===== src/rtl/gr_pkg.sv =====
package gr_pkg;

    // One state per 6 dB gain range; encoding is the exported range code.
    typedef enum logic [2:0] {
        RNG_0 = 3'd0,   // +18 dB total (max gain)
        RNG_1 = 3'd1,   // +12 dB
        RNG_2 = 3'd2,   //  +6 dB
        RNG_3 = 3'd3,   //   0 dB
        RNG_4 = 3'd4,   //  -6 dB
        RNG_5 = 3'd5    // -12 dB (min gain)
    } range_e;

    typedef enum logic [1:0] {
        ATT_0DB  = 2'b00,
        ATT_12DB = 2'b01,
        ATT_24DB = 2'b10
    } atten_e;

    // Level decision produced by the comparator stage.
    typedef enum logic [1:0] {
        LVL_IN    = 2'b00,
        LVL_OVER  = 2'b01,
        LVL_UNDER = 2'b10
    } level_e;

endpackage


===== src/rtl/gr_level_cmp.sv =====
module gr_level_cmp
    import gr_pkg::*;
#(
    parameter int PEAK_W = 11,
    parameter int HI_TH  = 1024,
    parameter int LO_TH  = 256
) (
    input  logic [PEAK_W-1:0] peak_mag,
    output level_e            level
);
    localparam logic [PEAK_W-1:0] HI_V = PEAK_W'(HI_TH);
    localparam logic [PEAK_W-1:0] LO_V = PEAK_W'(LO_TH);

    always_comb begin
        if (peak_mag > HI_V) begin
            level = LVL_OVER;
        end else if (peak_mag < LO_V) begin
            level = LVL_UNDER;
        end else begin
            level = LVL_IN;
        end
    end
endmodule


===== src/rtl/gr_range_fsm.sv =====
module gr_range_fsm
    import gr_pkg::*;
(
    input  logic   clk,
    input  logic   rst,
    input  level_e level,
    output range_e state
);
    range_e nxt;

    // State register
    always_ff @(posedge clk) begin
        if (rst) begin
            state <= RNG_0;
        end else begin
            state <= nxt;
        end
    end

    // Transitions: STEP_DOWN (over), STEP_UP (under), HOLD (otherwise)
    always_comb begin
        nxt = state;
        unique case (state)
            RNG_0: begin
                if (level == LVL_OVER)       nxt = RNG_1;
                else                         nxt = RNG_0;
            end
            RNG_1: begin
                if (level == LVL_OVER)       nxt = RNG_2;
                else if (level == LVL_UNDER) nxt = RNG_0;
                else                         nxt = RNG_1;
            end
            RNG_2: begin
                if (level == LVL_OVER)       nxt = RNG_3;
                else if (level == LVL_UNDER) nxt = RNG_1;
                else                         nxt = RNG_2;
            end
            RNG_3: begin
                if (level == LVL_OVER)       nxt = RNG_4;
                else if (level == LVL_UNDER) nxt = RNG_2;
                else                         nxt = RNG_3;
            end
            RNG_4: begin
                if (level == LVL_OVER)       nxt = RNG_5;
                else if (level == LVL_UNDER) nxt = RNG_3;
                else                         nxt = RNG_4;
            end
            RNG_5: begin
                if (level == LVL_UNDER)      nxt = RNG_4;
                else                         nxt = RNG_5;
            end
            default: nxt = RNG_0;
        endcase
    end
endmodule


===== src/rtl/gr_gain_decode.sv =====
module gr_gain_decode
    import gr_pkg::*;
(
    input  range_e     state,
    output logic [1:0] atten_sel,
    output logic       amp_hi,
    output logic [2:0] range_code
);
    atten_e att;

    // Output process: split each 6 dB range into attenuator and amplifier steps.
    always_comb begin
        att    = ATT_0DB;
        amp_hi = 1'b1;
        unique case (state)
            RNG_0: begin att = ATT_0DB;  amp_hi = 1'b1; end
            RNG_1: begin att = ATT_0DB;  amp_hi = 1'b0; end
            RNG_2: begin att = ATT_12DB; amp_hi = 1'b1; end
            RNG_3: begin att = ATT_12DB; amp_hi = 1'b0; end
            RNG_4: begin att = ATT_24DB; amp_hi = 1'b1; end
            RNG_5: begin att = ATT_24DB; amp_hi = 1'b0; end
            default: begin att = ATT_0DB; amp_hi = 1'b1; end
        endcase
    end

    assign atten_sel  = att;
    assign range_code = state;
endmodule


===== src/rtl/gain_range_ctrl.sv =====
module gain_range_ctrl
    import gr_pkg::*;
#(
    parameter int PEAK_W = 11,
    parameter int HI_TH  = 1024,
    parameter int LO_TH  = 256
) (
    input  logic              clk,
    input  logic              rst,
    input  logic [PEAK_W-1:0] peak_mag,
    input  logic              chan_sel,
    output logic              route_b,
    output logic [1:0]        atten_sel,
    output logic              amp_hi,
    output logic [2:0]        range_code
);
    level_e level;
    range_e state;

    gr_level_cmp #(
        .PEAK_W (PEAK_W),
        .HI_TH  (HI_TH),
        .LO_TH  (LO_TH)
    ) u_cmp (
        .peak_mag (peak_mag),
        .level    (level)
    );

    gr_range_fsm u_fsm (
        .clk   (clk),
        .rst   (rst),
        .level (level),
        .state (state)
    );

    gr_gain_decode u_dec (
        .state      (state),
        .atten_sel  (atten_sel),
        .amp_hi     (amp_hi),
        .range_code (range_code)
    );

    // Channel routing register, independent of the range decision.
    always_ff @(posedge clk) begin
        if (rst) begin
            route_b <= 1'b0;
        end else begin
            route_b <= chan_sel;
        end
    end
endmodule


===== config.mk =====
export PLATFORM = sky130hd
export DESIGN_NAME = gain_range_ctrl
export DESIGN_NICKNAME = d
export VERILOG_FILES = /design/src/rtl/gr_pkg.sv /design/src/rtl/gr_level_cmp.sv /design/src/rtl/gr_range_fsm.sv /design/src/rtl/gr_gain_decode.sv /design/src/rtl/gain_range_ctrl.sv
export SDC_FILE = /design/constraint.sdc
export NUM_CORES = 1
export LEC_CHECK = 0
export ABC_AREA = 1
export CAP_MARGIN = 20
export CORE_AREA = 4 4 41 43
export CTS_CLUSTER_SIZE = 28
export DETAILED_ROUTE_END_ITERATION = 8
export DIE_AREA = 0 0 45 47
export PLACE_DENSITY = 0.54
export SYNTH_ARGS = -nofsm -noshare
export SYNTH_HDL_FRONTEND = slang
export SYNTH_SLANG_ARGS = --single-unit

===== constraint.sdc =====
create_clock -name clk -period 3.5 [get_ports clk]
set_clock_uncertainty 0.2 [all_clocks]
set_input_delay 0.7 -clock clk [delete_from_list [all_inputs] [get_ports clk]]
set_output_delay 0.7 -clock clk [all_outputs]
set_load 0.05 [all_outputs]

# [Word level (Yosys, flattened, before mapping)]
# Index checks and enable logic that the tools add are counted.
[op_classes] addsub=0 n_mul=0 div_mod_pow=0 magnitude_cmp=2 eq_ne=7 shift=0 mux=15 bitwise_logic=0 n_reduce_logical=4
[ops] op="3-bit case mux with 6 select lines" count=1
[ops] op="3-bit two-way mux" count=5
[ops] op="11-bit greater-than comparator, second input constant" count=1
[ops] op="11-bit by 9-bit less-than comparator with 1-bit output, second input constant" count=1
[ops] op="3-bit by 2-bit equality test with 1-bit output, second input constant" count=2
[ops] op="3-bit equality test, second input constant" count=2
[ops] op="2-bit two-way mux" count=3
[ops] op="1-bit two-way mux" count=5
[ops] op="2-bit case mux with 2 select lines" count=1
[ops] op="2-bit OR reduction" count=2
[ops] op="3-bit by 1-bit equality test with 1-bit output, second input constant" count=1
[ops] op="3-bit logical NOT" count=1
[ops] op="3-bit OR reduction" count=1
[ops] op="2-bit by 1-bit equality test with 1-bit output, second input constant" count=1
[ops] op="2-bit equality test, second input constant" count=1
[totals] register_bits=4 latchBits=0 ramBits=0 rom_bits=0 output_inout_bits=7 word_cells=30 n_memories=0

# [Depth between registers and ports, before layout]
# Gate-level depths: netlist of the first run.
[depth] word_depth=7 depth_mapped=9 ltp_nobuf=9

# [Cells and area by module]
# Synthesis of the first run repeated with hierarchy kept, for this count alone.
[hier_totals] hier_cells=60 hier_area_um2=362.8
[modules_own_cells] module="gr_range_fsm" instances=1 cells_each=37 area_per_inst_um2=244.0 seq_area_each_um2=60.1
[modules_own_cells] module="gr_gain_decode" instances=1 cells_each=9 area_per_inst_um2=45.0 seq_area_each_um2=0.0
[modules_own_cells] module="gr_level_cmp" instances=1 cells_each=11 area_per_inst_um2=43.8 seq_area_each_um2=0.0
[modules_own_cells] module="gain_range_ctrl" instances=1 cells_each=3 area_per_inst_um2=30.0 seq_area_each_um2=20.0

# [Worst setup path after synthesis of the first run]
# OpenSTA, ideal clock, no wires.
[synth_timing] path_type="flip-flop to output port" from="reg u_fsm.state[2]" to="out amp_hi" arrival_time_ns=1.552 required_ns=2.600 path_slack_ns=1.048 stages_incl_launch_ff=3 path_buffers=0 path_cell_list="dfxtp_1 -> inv_2 -> o21ai_1"
[synth_via] elab_chain_len=3
[synth_lines] item="start, declared" line="gr_range_fsm.sv:7" source="output range_e state"
[synth_lines] item="start signal, assigned" line="gr_range_fsm.sv:16" source="state <= nxt;"
[synth_lines] item="3-bit by 1-bit equality test with 1-bit output, or another cell as far along" line="gr_gain_decode.sv:15" source="unique case (state)"
[synth_lines] item="3-bit OR reduction (no line) *"
[synth_lines] item="1-bit two-way mux *" line="gr_gain_decode.sv:15"
[synth_lines] item="end, declared" line="gain_range_ctrl.sv:14" source="output logic amp_hi,"
# Every way passes the cells marked *; elsewhere a longest branch is shown, timed or not.

# [Worst setup path in the final report of the first run]
[layout_timing] from="reg u_fsm.state[2]" to="out atten_sel[1]"
[layout_via] elab_chain_len=3
[layout_lines] item="3-bit equality test / 3-bit by 2-bit equality test with 1-bit output (equally long branches)" line="gr_gain_decode.sv:15"
[layout_lines] item="2-bit OR reduction (no line)"
[layout_lines] item="2-bit case mux with 2 select lines *" line="gr_gain_decode.sv:15"
[layout_lines] item="end, declared" line="gain_range_ctrl.sv:13" source="output logic [1:0] atten_sel,"
# Marks and branches as above.

==> flow_summary_export.csv, run 1 <==
group,metric,value,unit
clock_tree,post-cts-setup-buffers,0,
critical_path,reg2reg_depth,7,
critical_path,start_kind,"register",
timing,fin_setup_tns,0,ps
floorplan,die_h,47,µm
detailed_routing,first_iter_violations,2,
floorplan,io_pins,21,
synthesis,synthCells,52,
grt,grt_pass1_wl,1380,µm
critical_path,reg2reg_to,"u_fsm.state[0]$_SDFF_PP0_",
critical_path,path_class,"reg2out",
synthesis,ys_top_cells_by_area,"dfxtp_1, nor2_1, nand2_1",
floorplan,die_w,45,µm
grt,grt-ovfl-total,0,
synthesis,synth_top_cell_by_area,"dfxtp_1",
place,numPortBuffers,20,
grt,grt_use_total,8.933,%
place,placed_area,531.8,µm²
final_layout,nNetsFinal,91,
detailed_routing,drt_wl_total,799,µm
clock_tree,cts_resized,0,
final_layout,ff_latch_area,80.08,µm²
hold_path,hold-path-endpoint,"u_fsm.state[2]$_SDFF_PP0_",
timing,relSlewSlack,65.94,%
critical_path,rrSetupSlack,2190,ps
timing,timing.final.crit_share,75.43,%
floorplan,core,1301,µm²
clock_tree,clockRootBuffer,"clkbuf_4",
clock_tree,clock_latency,230,ps
detailed_routing,vias,375,
timing,setup_viol_count_final,0,
detailed_routing,ant_nets,0,
final_layout,antenna_cells,0,
clock_tree,htree_levels,1,
final_layout,final_common_cell,"clkdlybuf4s50_1",
power_and_ir_drop,ir_worst_vdd,0.1844,mV
critical_path,crit_required,2600,ps
place,routabilityCongestion,0.7235,
synthesis,ys_ff_latch,4,
grt,grt_pass1_vias,366,
detailed_routing,drc_errors,0,
synthesis,synth_nets,66,
final_layout,syn_to_final_growth,77.20,%
floorplan,num_rows,13,
status,status,"finished clean",
hold_path,min_delay_path_depth,4,
timing,fin_crit,2640,ps
detailed_routing,vias_per_cell,4.167,
clock_tree,hold_buffers,0,
synthesis,seq_area_frac_synth,25.60,%
final_layout,drive_gt1_share,16.00,%
final_layout,post-route-cell-area,554.3,µm²
critical_path,cp_data_arrival_time,1740,ps
final_layout,multi_input_area,202.7,µm²
final_layout,final_cell_mix,"clkdlybuf4s50_1, nor2_1, nand2_1",
hold_path,holdCritPathClass,"reg2reg",
clock_tree,cts_sinks,4,
synthesis,yosysUniqueCellTypes,17,
timing,hold_viol_final,0,
synthesis,syn_area_per_cell,6.015,µm²
place,hpwlAfterDp,693.7,µm
critical_path,end_kind,"output pin",
run,maxCapViolations,0,
grt,grt_max_degree,7,
critical_path,r2r-start,"u_fsm.state[2]$_SDFF_PP0_",
floorplan,start_util,24.04,%
timing,drv_slew,0,
timing,rsz0062_at_grt,"no",
synthesis,yosysWarnings,0,
synthesis,yosysTopAreaCellShare,25.60,%
detailed_routing,drt_first_pass_iters,2,
clock_tree,cts-buffers-inserted,3,
synthesis,synth_area,312.8,µm²
hold_path,holdCritStartpoint,"u_fsm.state[1]$_SDFF_PP0_",
timing,fmax,0.3788,GHz
clock_tree,clk_pin_slew_worst_paths,40,ps
floorplan,dieArea,2115,µm²
power_and_ir_drop,powerDensity,336.5,nW/µm²
clock_tree,clock_path_buffers,2,
grt,antenna_found_initial,0,
clock_tree,cts_tree,"built",
power_and_ir_drop,power_leakage,0.2390,nW
final_layout,fillCellCount,139,
critical_path,path_max_fanout,6,
timing,worst_slew_pin_slew,509.2,ps
detailed_routing,wl_per_cell,8.878,µm
## area by class of cell
class | instances | share of cell area (%)
Sequential cell | 4 | 14.45
Timing Repair Buffer | 20 | 36.12
Clock buffer | 3 | 4.063
Inverter | 8 | 5.418
Multi-Input combinational cell | 40 | 36.57
Tap cell | 15 | 3.386
## sequential cells by signal, indices dropped and copies added, names as in the netlist
signal,cells
u_fsm.state,3
route_b,1
## layer usage
metal  track usage, %  part of all wire, %  vias to the layer above
li1                 -                    -                      209
met1            11.62                   45                      159
met2            13.56                   50                        7
met3            1.916                  5.4                        0
met4            5.263                    0                        0
met5                0                    0                        -
## where the power goes
group,total (mW),switching (mW),internal (mW)
clock,0.0566,0.0183,0.0383
sequential,0.0532,0.00374,0.0494
combinational,0.0767,0.0435,0.0332
## through the flow
step / utilization (%) / hold WS, ps / total power [mW] / setup WS [ps] / cells
after floorplan: - / 569.4 / 0.09883 / 1048 / 52
after CTS: 42.60 / 464.0 / 0.1903 / 842.0 / 90
after global routing: 42.60 / 513.4 / 0.1967 / 767.3 / 90
after detailed placement: 40.87 / 449.2 / 0.1309 / 1097 / 87
after global placement: 40.87 / 457.0 / 0.1314 / 1083 / 87
final: 42.60 / 463.2 / 0.1865 / 860.1 / 90
## Yosys cell counts (all sizes together)
master,instances
and2,1
nand3,4
nor3,1
a21oi,1
or2,1
nand2,11
nand4,1
inv,8
nor2,15
a31oi,1
o21ai,3
a21boi,1
dfxtp,4
## cells by family (layout without fill, tap and decap cells)
kind of cell | after synthesis | in the layout | synth area share [%]
AO/OA/AOI/OAI | 6 | 6 | 10.80
flip-flops | 4 | 4 | 25.60
buffers and inverters | 8 | 31 | 9.600
AND/OR/NAND/NOR | 34 | 34 | 54.00
## worst max path at each step
| stage | start | cells past startpoint | slack (ps) | end |
|---|---|---|---|---|
| floorplan | u_fsm.state[2]$_SDFF_PP0_ | 2 | 1050 | amp_hi |
| CTS | u_fsm.state[2]$_SDFF_PP0_ | 3 | 840 | amp_hi |
| global route | u_fsm.state[2]$_SDFF_PP0_ | 3 | 770 | amp_hi |
| global placement | u_fsm.state[2]$_SDFF_PP0_ | 3 | 1080 | amp_hi |
| detailed placement | u_fsm.state[2]$_SDFF_PP0_ | 3 | 1100 | amp_hi |
| finish | u_fsm.state[2]$_SDFF_PP0_ | 3 | 860 | atten_sel[1] |
## critical path, cell delays in order, from the launching register on
cell             delay (ps)
dfxtp_1                 420
nand3_1                 180
nand2_1                 110
clkdlybuf4s50_1         800
Note: power is estimated with default switching activity, not from simulation.
==> run 2, diff against run 1 <==
- PLACE_DENSITY: 0.54 -> 0.56
- clock period: 3.5 -> 2.3 ns (I/O delays scaled with it)
==> run 2 against run 1 <==
Register-to-register slack worse by 1200 ps. Routed wire length is 3.5% lower. Sequential power is 53% higher. Cell count stayed put. Clock power is 48% higher. Die area stayed put. First-iteration DRC count is 100% higher. Critical path depth is 2 lower. Power is 50% higher. Via count is 0.53% higher. Setup slack worse by 690 ps. Sequential cell count stayed put.
==> flow_summary_export.csv, run 2 (same netlist as run 1, synthesis figures left out) <==
group,metric,value,unit
floorplan,num_rows,13,
clock_tree,htree_levels,1,
grt,grt_pass1_wl,1345,µm
power_and_ir_drop,intPower,0.1823,mW
clock_tree,cts_resized,0,
detailed_routing,vias_per_cell,4.189,
power_and_ir_drop,switching_share,34.93,%
place,hpwlAfterDp,685.9,µm
critical_path,reg2reg_to,"u_fsm.state[1]$_SDFF_PP0_",
detailed_routing,wl_per_cell,8.567,µm
timing,fmax,0.4696,GHz
critical_path,critPathMaxStageDelay,840,ps
grt,grt-ovfl-total,0,
detailed_routing,wl_met1,317,µm
critical_path,path_class,"reg2out",
power_and_ir_drop,p_switching,0.09789,mW
detailed_routing,met2_length,420,µm
power_and_ir_drop,p_clk_share,30.0,%
clock_tree,cts_tree,"built",
place,numPortBuffers,20,
timing,fin_setup_tns,0,ps
final_layout,final_cell_mix,"clkdlybuf4s50_1, nor2_1, nand2_1",
floorplan,dieArea,2115,µm²
hold_path,holdCritPathClass,"reg2reg",
timing,setup_viol_count_final,0,
final_layout,largest_reg_flops,3,
critical_path,start_kind,"register",
critical_path,path_max_fanout,6,
critical_path,reg2reg_depth,7,
critical_path,r2r-start,"u_fsm.state[0]$_SDFF_PP0_",
timing,hold_viol_final,0,
timing,timing.final.crit_share,92.59,%
clock_tree,clock_path_buffers,2,
critical_path,cp.buffers_inverters,1,
floorplan,die_h,47,µm
critical_path,cp_data_arrival_time,1470,ps
hold_path,min_delay_path_depth,4,
detailed_routing,drt_wl_total,771,µm
critical_path,end_kind,"output pin",
power_and_ir_drop,ir_worst_vdd,0.2300,mV
power_and_ir_drop,powerDensity,512.5,nW/µm²
status,status,"finished clean",
final_layout,top_register,"u_fsm.state",
detailed_routing,drt_first_pass_iters,2,
grt,grt_max_degree,7,
final_layout,fin_util,42.02,%
final_layout,final_common_cell,"clkdlybuf4s50_1",
critical_path,critPathSlowestCell,"clkdlybuf4s50_1",
clock_tree,clk_pin_slew_worst_paths,30,ps
final_layout,antenna_cells,0,
critical_path,cp.depth,1,
timing,holdWs,469.7,ps
clock_tree,clockRootBuffer,"clkbuf_4",
power_and_ir_drop,power_leakage,0.2430,nW
clock_tree,cts_sinks,4,
grt,antenna_found_initial,0,
critical_path,path_cells,"clkdlybuf4s50_1",
timing,worst_slew_pin_slew,500.4,ps
detailed_routing,drc_errors,0,
hold_path,holdCritStartpoint,"u_fsm.state[1]$_SDFF_PP0_",
power_and_ir_drop,seqPwrFrac,29.0,%
clock_tree,cts-buffers-inserted,3,
timing,relSlewSlack,66.53,%
critical_path,crit_family,"buffers and inverters",
timing,drv_slew,0,
floorplan,start_util,24.04,%
critical_path,rrSetupSlack,990,ps
final_layout,nNetsFinal,91,
final_layout,drive_gt1_share,20.00,%
detailed_routing,vias,377,
clock_tree,clock_latency,230,ps
clock_tree,hold_buffers,0,
floorplan,io_pins,21,
detailed_routing,highest_layer,"met3",
timing,rsz0062_at_grt,"no",
power_and_ir_drop,pwr-share-comb,41.0,%
grt,grt_pass1_vias,365,
grt,grt_use_total,9.163,%
run,maxCapViolations,0,
timing,fin_crit,2130,ps
final_layout,largestRegisters,"u_fsm.state: 3 flops, route_b: 1 flops",
clock_tree,post-cts-setup-buffers,0,
detailed_routing,first_iter_violations,4,
floorplan,die_w,45,µm
hold_path,hold-path-endpoint,"u_fsm.state[2]$_SDFF_PP0_",
detailed_routing,wl_met3,34,µm
place,routabilityCongestion,0.7398,
floorplan,core,1301,µm²
critical_path,crit_required,1640,ps
final_layout,syn_to_final_growth,74.80,%
detailed_routing,ant_nets,0,
final_layout,fillCellCount,148,
-- run 2: cell types whose count changed in the layout (fill, tap and decap cells not counted) --
| cell | delta |
|---|---|
| clkdlybuf4s50_1 | -3 |
| buf_4 | +3 |
-- run 2: how the worst max path moves through the flow --
stage / start / to
after floorplan: u_fsm.state[2]$_SDFF_PP0_ / u_fsm.state[0]$_SDFF_PP0_
after global placement: peak_mag[6] / u_fsm.state[1]$_SDFF_PP0_
after detailed placement: peak_mag[9] / u_fsm.state[0]$_SDFF_PP0_
after CTS: u_fsm.state[2]$_SDFF_PP0_ / range_code[2]
after global routing: u_fsm.state[0]$_SDFF_PP0_ / range_code[0]
final: u_fsm.state[2]$_SDFF_PP0_ / range_code[2]
-- run 2: per-stage QoR --
step	worst slack, ps	power (mW)	instances	area (µm²)
floorplan	84.81	0.1504	52	312.8
global placement	326.2	0.1981	87	524.3
detailed placement	351.6	0.1977	87	524.3
CTS	147.1	0.2856	90	546.8
global route	95.59	0.2998	90	546.8
finish	170.5	0.2802	90	546.8
-- run 2: layout make-up --
| type | instances | area, µm² | area share [%] |
|---|---|---|---|
| timing repair buffer | 20 | 192.7 | 35.24 |
| clock buffer | 3 | 22.52 | 4.119 |
| sequential | 4 | 80.08 | 14.65 |
| multi-input combinational | 40 | 202.7 | 37.07 |
| tap | 15 | 18.77 | 3.432 |
| inverter | 8 | 30.03 | 5.492 |
-- run 2: routing by layer --
metal | GRT usage, % | up-vias
li1 | - | 210
met1 | 8.864 | 161
met2 | 16.38 | 6
met3 | 2.682 | 0
met4 | 7.018 | 0
met5 | 0 | -
-- run 2: power groups by stage --
stage	logic, mW	clock network, mW	registers, mW
after detailed placement	0.116	0	0.0821
after CTS	0.116	0.0884	0.0812
after global routing	0.125	0.0918	0.0828
after global placement	0.116	0	0.0821
after floorplan	0.0502	0	0.100
final	0.115	0.0839	0.0813
